**config.mk**
```make
export PLATFORM = sky130hd
export DESIGN_NAME = taken_fetch
export DESIGN_NICKNAME = d
export VERILOG_FILES = /design/src/rtl/fetch_pkg.sv /design/src/rtl/br_decode.sv /design/src/rtl/slot_track.sv /design/src/rtl/pc_unit.sv /design/src/rtl/taken_fetch.sv
export SDC_FILE = /design/constraint.sdc
export NUM_CORES = 1
export LEC_CHECK = 0
export BUFFER_PORTS_ARGS = -buffer_cell sky130_fd_sc_hd__buf_2
export CAP_MARGIN = 20
export CORE_AREA = 2 2 128 130
export CTS_CLUSTER_SIZE = 12
export DETAILED_ROUTE_END_ITERATION = 10
export DIE_AREA = 0 0 130 132
export GPL_ROUTABILITY_DRIVEN = 1
export PLACE_DENSITY_LB_ADDON = 0.1
export SYNTH_ARGS = -nofsm -noshare
export SYNTH_HDL_FRONTEND = slang
export SYNTH_HIERARCHICAL = 1
export SYNTH_SLANG_ARGS = --single-unit
export TNS_END_PERCENT = 5
```
**constraint.sdc**
```tcl
create_clock -name clk -period 2.9 [get_ports clk]
set_input_delay 0.87 -clock clk [delete_from_list [all_inputs] [get_ports clk]]
set_output_delay 0.87 -clock clk [all_outputs]
set_load 0.1 [all_outputs]
```
**src/rtl/fetch_pkg.sv**
```systemverilog
package fetch_pkg;
  localparam int unsigned PC_W = 32;

  // Record that follows one fetched word down the pipe
  typedef struct packed {
    logic            live;
    logic            is_br;
    logic [PC_W-1:0] fall_pc;
  } slot_t;
endpackage

```
**src/rtl/br_decode.sv**
```systemverilog
module br_decode
  import fetch_pkg::*;
#(
  parameter int unsigned INSN_W   = 32,
  parameter int unsigned OPC_LSB  = 26,
  parameter int unsigned OPC_W    = 6,
  parameter logic [OPC_W-1:0] BR_OPC = 6'h04,
  parameter int unsigned OFF_W    = 16,
  parameter int unsigned ALIGN_SH = 2
) (
  input  logic [PC_W-1:0]   pc,
  input  logic [INSN_W-1:0] insn,
  input  logic              insn_valid,
  output logic              is_br,
  output logic [PC_W-1:0]   target,
  output logic [PC_W-1:0]   seq_pc
);
  localparam logic [PC_W-1:0] STEP = PC_W'(1) << ALIGN_SH;
  localparam int unsigned EXT_W = PC_W - OFF_W;

  logic [PC_W-1:0] off_ext;
  logic [PC_W-1:0] off_sh;

  always_comb begin
    is_br   = insn_valid && (insn[OPC_LSB +: OPC_W] == BR_OPC);
    off_ext = {{EXT_W{insn[OFF_W-1]}}, insn[OFF_W-1:0]};
    off_sh  = off_ext << ALIGN_SH;
    target  = pc + off_sh;
    seq_pc  = pc + STEP;
  end

  always_comb begin
    if (!insn_valid) a_r3_no_decode_idle: assert (!is_br);
  end
endmodule

```
**src/rtl/slot_track.sv**
```systemverilog
module slot_track
  import fetch_pkg::*;
(
  input  logic  clk,
  input  logic  rst_n,
  input  slot_t fetch_slot,
  input  logic  ex_zero,
  output slot_t dx_slot,
  output logic  mispredict,
  output logic  fd_flush,
  output logic  dx_flush
);
  slot_t fd_q, dx_q;

  always_comb begin
    mispredict = dx_q.live && dx_q.is_br && !ex_zero;
    fd_flush   = mispredict;
    dx_flush   = mispredict;
    dx_slot    = dx_q;
  end

  always_ff @(posedge clk) begin
    if (!rst_n) begin
      fd_q <= '0;
      dx_q <= '0;
    end else begin
      fd_q <= mispredict ? '0 : fetch_slot;
      dx_q <= mispredict ? '0 : fd_q;
    end
  end

  // flushed slots are never resolved
  a_r9_no_double_recover: assert property (@(posedge clk) disable iff (!rst_n)
    mispredict |=> !mispredict);

  // an accepted branch sits in execute two cycles later
  a_r5_resolve_delay: assert property (@(posedge clk) disable iff (!rst_n)
    (fetch_slot.live && fetch_slot.is_br && !mispredict) ##1 !mispredict
      |=> (dx_q.live && dx_q.is_br));
endmodule

```
**src/rtl/pc_unit.sv**
```systemverilog
module pc_unit
  import fetch_pkg::*;
#(
  parameter logic [PC_W-1:0] RESET_PC = '0,
  parameter int unsigned ALIGN_SH = 2
) (
  input  logic            clk,
  input  logic            rst_n,
  input  logic            insn_valid,
  input  logic            redirect,
  input  logic [PC_W-1:0] target,
  input  logic [PC_W-1:0] seq_pc,
  input  logic            recover,
  input  logic [PC_W-1:0] recover_pc,
  output logic [PC_W-1:0] pc_q
);
  localparam logic [PC_W-1:0] STEP = PC_W'(1) << ALIGN_SH;

  logic [PC_W-1:0] pc_d;

  always_comb begin
    if (recover)          pc_d = recover_pc;
    else if (!insn_valid) pc_d = pc_q;
    else if (redirect)    pc_d = target;
    else                  pc_d = seq_pc;
  end

  always_ff @(posedge clk) begin
    if (!rst_n) pc_q <= RESET_PC;
    else        pc_q <= pc_d;
  end

  a_r6_restore_pc: assert property (@(posedge clk) disable iff (!rst_n)
    recover |=> pc_q == $past(recover_pc));

  a_r4_take_target: assert property (@(posedge clk) disable iff (!rst_n)
    (redirect && !recover) |=> pc_q == $past(target));

  a_r3_hold_pc: assert property (@(posedge clk) disable iff (!rst_n)
    (!insn_valid && !recover) |=> $stable(pc_q));

  a_r2_step_pc: assert property (@(posedge clk) disable iff (!rst_n)
    (insn_valid && !redirect && !recover) |=> pc_q == $past(pc_q) + STEP);
endmodule

```
**src/rtl/taken_fetch.sv**
```systemverilog
module taken_fetch
  import fetch_pkg::*;
#(
  parameter int unsigned INSN_W   = 32,
  parameter int unsigned OPC_LSB  = 26,
  parameter int unsigned OPC_W    = 6,
  parameter logic [OPC_W-1:0] BR_OPC = 6'h04,
  parameter int unsigned OFF_W    = 16,
  parameter int unsigned ALIGN_SH = 2,
  parameter logic [PC_W-1:0] RESET_PC = '0
) (
  input  logic              clk,
  input  logic              rst_n,
  input  logic [INSN_W-1:0] insn_i,
  input  logic              insn_valid_i,
  input  logic              ex_zero_i,
  output logic [PC_W-1:0]   pc_o,
  output logic              redirect_o,
  output logic              recover_o,
  output logic              fd_flush_o,
  output logic              dx_flush_o
);
  logic            br_hit;
  logic [PC_W-1:0] br_target;
  logic [PC_W-1:0] seq_pc;
  logic            mispredict;
  slot_t           fetch_slot;
  slot_t           dx_slot;

  br_decode #(
    .INSN_W(INSN_W), .OPC_LSB(OPC_LSB), .OPC_W(OPC_W),
    .BR_OPC(BR_OPC), .OFF_W(OFF_W), .ALIGN_SH(ALIGN_SH)
  ) u_dec (
    .pc(pc_o), .insn(insn_i), .insn_valid(insn_valid_i),
    .is_br(br_hit), .target(br_target), .seq_pc(seq_pc)
  );

  always_comb begin
    fetch_slot.live    = insn_valid_i;
    fetch_slot.is_br   = br_hit;
    fetch_slot.fall_pc = seq_pc;
    redirect_o         = br_hit && !mispredict;
    recover_o          = mispredict;
  end

  slot_track u_track (
    .clk(clk), .rst_n(rst_n), .fetch_slot(fetch_slot), .ex_zero(ex_zero_i),
    .dx_slot(dx_slot), .mispredict(mispredict),
    .fd_flush(fd_flush_o), .dx_flush(dx_flush_o)
  );

  pc_unit #(.RESET_PC(RESET_PC), .ALIGN_SH(ALIGN_SH)) u_pc (
    .clk(clk), .rst_n(rst_n), .insn_valid(insn_valid_i),
    .redirect(redirect_o), .target(br_target), .seq_pc(seq_pc),
    .recover(mispredict), .recover_pc(dx_slot.fall_pc), .pc_q(pc_o)
  );

  // recovery outranks a same-cycle redirect
  a_r8_recover_wins: assert property (@(posedge clk) disable iff (!rst_n)
    recover_o |-> !redirect_o);

  // both flush strobes accompany every recovery
  a_r7_flush_pair: assert property (@(posedge clk) disable iff (!rst_n)
    recover_o |-> (fd_flush_o && dx_flush_o));
endmodule

```
Word-level counts from Yosys, hierarchy flattened
Cells that the tools add are included.

word-level totals
  register bits after elaboration = 100
  input port bits = 36
  output and inout port bits = 36
  word-level logic and storage cells = 22

cells by class
  $add $sub $neg = 2
  eq/ne operators = 1
  multiplexer cells = 3
  bitwise logic cells = 1
  reduce and logical (&&, ||, !) cells = 8

operator list
  cell                     count
  $mux W32                 3
  $add A32 B3 Y32 const B  1
  $add A32 B32 Y32         1
  $eq A6 B3 Y1 const B     1
  $logic_and A1 B1 Y1      4
  $logic_not A1 Y1         2
  $reduce_bool A2 Y1       1
  $reduce_or A2 Y1         1
  $not A1 Y1               1

Depth between registers and ports, before layout
  word-level depth = 7
  depth in mapped cells = 12

Cells and area by module
Netlist, hierarchy kept.

modules (own cells, without submodules)
  module       instances  cells an instance  area an instance (sq um)  seq. area each (sq um)
  br_decode    1          312                2203.4                    0.0
  pc_unit      1          183                2048.2                    640.6
  slot_track   1          154                1908.1                    1361.3
  taken_fetch  1          1                  13.8                      0.0

Worst setup path before layout
Ideal clock, no wire load.

  path type = input-to-output
  start = input ex_zero_i
  end = output redirect_o
  arrival = 2.613 ns
  setup slack = -0.583 ns
  cell stages on the path = 5
  buffers on the path = 2
  cells stage by stage = nand3b_4 -> clkbuf_1 -> inv_1 -> buf_4 -> nor2b_4

between the ends
  word-level cells in the longest chain between the ends = 4

ends and longest elaborated chain
  what                  RTL line           source
  start: declaration    taken_fetch.sv:16  input logic ex_zero_i,
  $logic_not A1 Y1      slot_track.sv:16   mispredict = dx_q.live && dx_q.is_br && !ex_zero;
  $logic_and A1 B1 Y1   slot_track.sv:16
  named net dx_flush_o  taken_fetch.sv:21  output logic dx_flush_o
  $logic_not A1 Y1      taken_fetch.sv:42  redirect_o = br_hit && !mispredict;
  $logic_and A1 B1 Y1   taken_fetch.sv:42
  end: declaration      taken_fetch.sv:18  output logic redirect_o,

The timed path passes the listed nets, and every way through them passes these cells.

Worst setup path in the final report
  start = input insn_i[8]
  end = register u_pc.pc_q[31]

between the ends
  word-level cells in the longest chain between the ends = 4

ends and longest elaborated chain
  what                     RTL line           source
  start: declaration       taken_fetch.sv:14  input logic [INSN_W-1:0] insn_i,
  $add A32 B32 Y32         br_decode.sv:28    target = pc + off_sh;
  named net br_target[31]  taken_fetch.sv:24  logic [PC_W-1:0] br_target;
  $mux W32                 pc_unit.sv:24      else if (redirect) pc_d = target;
  $mux W32                 pc_unit.sv:23      else if (!insn_valid) pc_d = pc_q;
  $mux W32                 pc_unit.sv:22      if (recover) pc_d = recover_pc;
  end signal: assignment   pc_unit.sv:30      else pc_q <= pc_d;
  end: declaration         pc_unit.sv:15      output logic [PC_W-1:0] pc_q

The timed path passes the listed nets, and every way through them passes these cells. The select of a mux whose other input is x is not followed.
A chain may end at the register's enable or synchronous reset.

==> impl_results.md <==
- Post-CTS setup buffer count: 0
- Initial drt markers: between 200 and 250
- Seq/Total Area, Yosys: 32.43%
- Share of layout cells above drive strength 1: 32.68%
- Vias per cell: between 5 and 6
- Worst clock skew: 0.01410 ns
- Fin Setup TNS: 0 ns
- Hold path startpoint: u_track/fd_q[13]
- RSZ-0062 raised after global routing: true
- Post-Synth XOR/XNOR Area: just under 8%
- Slew @ Worst Pin: 0.6545 ns
- Switching part of the total power: a little over a quarter
- Die H: 132 um
- Top cells by area, synth: dfxtp_1 32%, o221ai_2 7.5%, and3_1 6.4%
- PnR worst setup slack: 0.07759 ns
- Critical R2R Capture: u_pc/pc_q[31]
- Max Cap Viol: 0
- DRC viols: 0
- Nets: 831
- Sequential share of power: between 40% and 50%
- # placed instances: 969
- Later-pin clock latency in the skew report: between 0.3 and 0.4 ns
- PwrDens: 394.2 nW/um2
- Vias post-DR: 5139
- Final Max Slew Viols: 0
- Number of synthesized register bits: 100
- Crit end category: flip-flop
- Leading area contributor after synthesis: dfxtp_1
- Post-Synth Adder-Cell Area: 6.405%
- Routed WL per cell: approximately 16 um
- CTS Buf Count: 9
- First-pass GRT wire length: around 26 mm
- DP HPWL: 10.86 mm
- Mux cell area share after synthesis: 5.188%
- Main combinational cell family by area after synthesis: simple AND/OR/NAND/NOR gates
- Synth top area share: 32.43%
- Area share of and/or/nand/nor cells after synthesis: 23.63%
- P_leak: 3.375 nW
- R2r startpoint: u_pc/pc_q[5]
- Worst Reg-to-Reg Cells: 12
- Ys Warns: 6
- Routed Antenna Nets: 0
- CP Max Fanout: 3
- Antenna violations before repair: 0
- Core ar.: approximately 16000 um2
- Tcrit/Tclk final: 97.32%
- Io pins: 72
- Antenna Cells: 0
- Design internal power: between 2 and 2.5 mW
- Gr usage total: 18.84%
- Largest vdd supply drop: 287.9 uV
- Die ar.: 17160 um2
- CTS Buffer Depth: 2
- Synth Net Count: between 700 and 800
- Number of global-route vias before repair: 5132
- Fin area: 7557 um2
- Pre-Repair DR Iteration Count: 5
- Design Power: 2.979 mW
- Area of the mapped netlist: 6173 um2
- Number of port buffers: about 60
- Initial Util: 39.29%
- Synthesized area per cell: 9.498 um2
- Mapped Cells: 650
- Compound-gate portion of the synthesized area: 16.86%
- Count leader, synth: dfxtp_1
- Post-DP Area: 7094 um2
- Number of flops mapped to enable cells by yosys: 0
- CP Launch Type: primary input
- Gr ovfl total: 0
- Final min period: 2.822 ns
- Worst hold path type: flip-flop to flip-flop
- Synth cell types: 61
- Hold Path End: u_track/dx_slot[13]
- Pin count of the biggest net entering global routing: 79
- Synth top cells by count: 100 x dfxtp_1, 63 x and3_1, 47 x nand3_1
- Clk sinks: 100
- Endpoints failing hold: 0
- Clock share of power: 42.9%
- CTS H-tree lvls: 3
- Psw: 0.7843 mW
- CTS tree: yes
- R2R setup slack: 0.31 ns
- CTS Hold Buffers Added: 0
- Hold Path Stages: 1
- CTS Root Cell: clkbuf_16
- Clock slew at reported path FFs: 0.08 ns
- Row cnt: 46
- Non-Filler Instances: 984
- WL final: roughly 16 mm
- Post-synth ARST share: 0%
- Min Hold Slack: 0.4510 ns
- DIE WIDTH: 130 um
- Run status: finished, final reports clean
- CP Data Required Time: between 3 and 4 ns
- Slew Limit Headroom: 56.36%
- Area delta synth->final: 22.42%
- Worst setup path class: primary input to flip-flop
- Combinational share of power: around a tenth
- Fmax: 0.3543 GHz
- Worst path arrival time: 3.11 ns
- Final setup violation count: 0
- Routability Congestion: 0.8528
- Top_reg_cell synth: dfxtp_1
- Setup WS pre-CTS: -0.4535 ns
- Post-layout util: 48.10%
worst max path at each step:
stage	startpoint	to	slack, ns	depth (start not counted)
2_1_floorplan	ex_zero_i	redirect_o	-0.45	5
3_3_place_gp	insn_i[1]	u_pc/pc_q[31]	-0.46	13
3_5_place_dp	insn_i[1]	u_pc/pc_q[31]	-0.45	13
4_1_cts	insn_i[1]	u_pc/pc_q[31]	-0.009	13
5_1_grt	insn_i[1]	u_pc/pc_q[19]	-0.07	12
6_report	insn_i[8]	u_pc/pc_q[31]	0.08	12
cells in the final DEF, fill, tap and decap left out, types with 3 or more instances in the layout:
cell       synthesis  layout
dfxtp_1          100     100
buf_4             13      92
and3_1            63      63
buf_2              9      60
nand3_1           47      46
nand2b_1          37      36
nand2_1           33      32
xnor2_1           32      32
mux2i_1           32      32
o221ai_2          31      31
ha_1              30      27
xor2_1            24      24
a21oi_1           29      22
nor2_1            20      20
inv_1             11      10
a21o_1            10      10
and3_2            10      10
clkbuf_16          0       9
nor3_1             8       7
nand4_1            7       7
o21ai_1            4       6
o21ai_0            9       6
a21oi_2            1       6
o211ai_1           5       5
buf_12             3       4
o21a_1             4       4
o21bai_1           4       4
nor2b_1            3       3
nor2_2             3       3
critical path: stages:
cell	delay, ns
buf_2	0.11
ha_1	0.31
a21oi_1	0.16
o21ai_1	0.12
a311o_1	0.41
o31ai_2	0.25
buf_4	0.17
a21oi_2	0.06
a31oi_1	0.23
xnor2_1	0.14
mux2i_1	0.10
o221ai_2	0.18
kinds of logic (layout without fill, tap and decap cells):
| kind of cell | count (synthesis) | count (layout) |
|---|---|---|
| adders and majority gates | 31 | 31 |
| muxes | 32 | 32 |
| buffers and inverters | 64 | 182 |
| DFF | 100 | 100 |
| and+or+nand+nor | 250 | 250 |
| AOI/OAI and AO/OA | 117 | 117 |
| xor gates and xnor gates | 56 | 56 |
flip-flops by register name (all words and copies together), names as in the netlist:
| register | count |
|---|---|
| u_pc/pc_q | 32 |
| u_track/dx_slot | 34 |
| u_track/fd_q | 34 |
power groups by stage:
stage	Sequential (mW)	Clock [mW]	Combinational, mW
6_report	1.39	1.28	0.315
3_3_place_gp	1.42	0	0.296
2_1_floorplan	1.45	0	0.167
4_1_cts	1.39	1.32	0.303
3_5_place_dp	1.42	0	0.299
5_1_grt	1.39	1.36	0.341
per-layer routing:
metal | share of wire (%) | vias to the layer above | GRT usage [%]
met5 | 0 | - | 0
met4 | 1.2 | 0 | 5.018
met3 | 3.1 | 14 | 3.044
met1 | 49 | 2460 | 25.93
met2 | 47 | 86 | 30.51
li1 | - | 2579 | -
final cells by class:
class / instances / area, um2
Clock buffer: 9 / 225.2
Clock inverter: 6 / 78.83
Fill cell: 1525 / 8155
Inverter: 11 / 45.04
Multi-Input combinational cell: 486 / 3865
Sequential cell: 100 / 2002
Tap cell: 216 / 270.3
Timing Repair Buffer: 156 / 1071
what timing repair did:
item	CTS	global route
hold endpoints to repair	0	0
gates resized for setup	4	30
pin swaps	3	5
endpoints found under the setup margin	4	16
(Power assumes the default switching activity.)
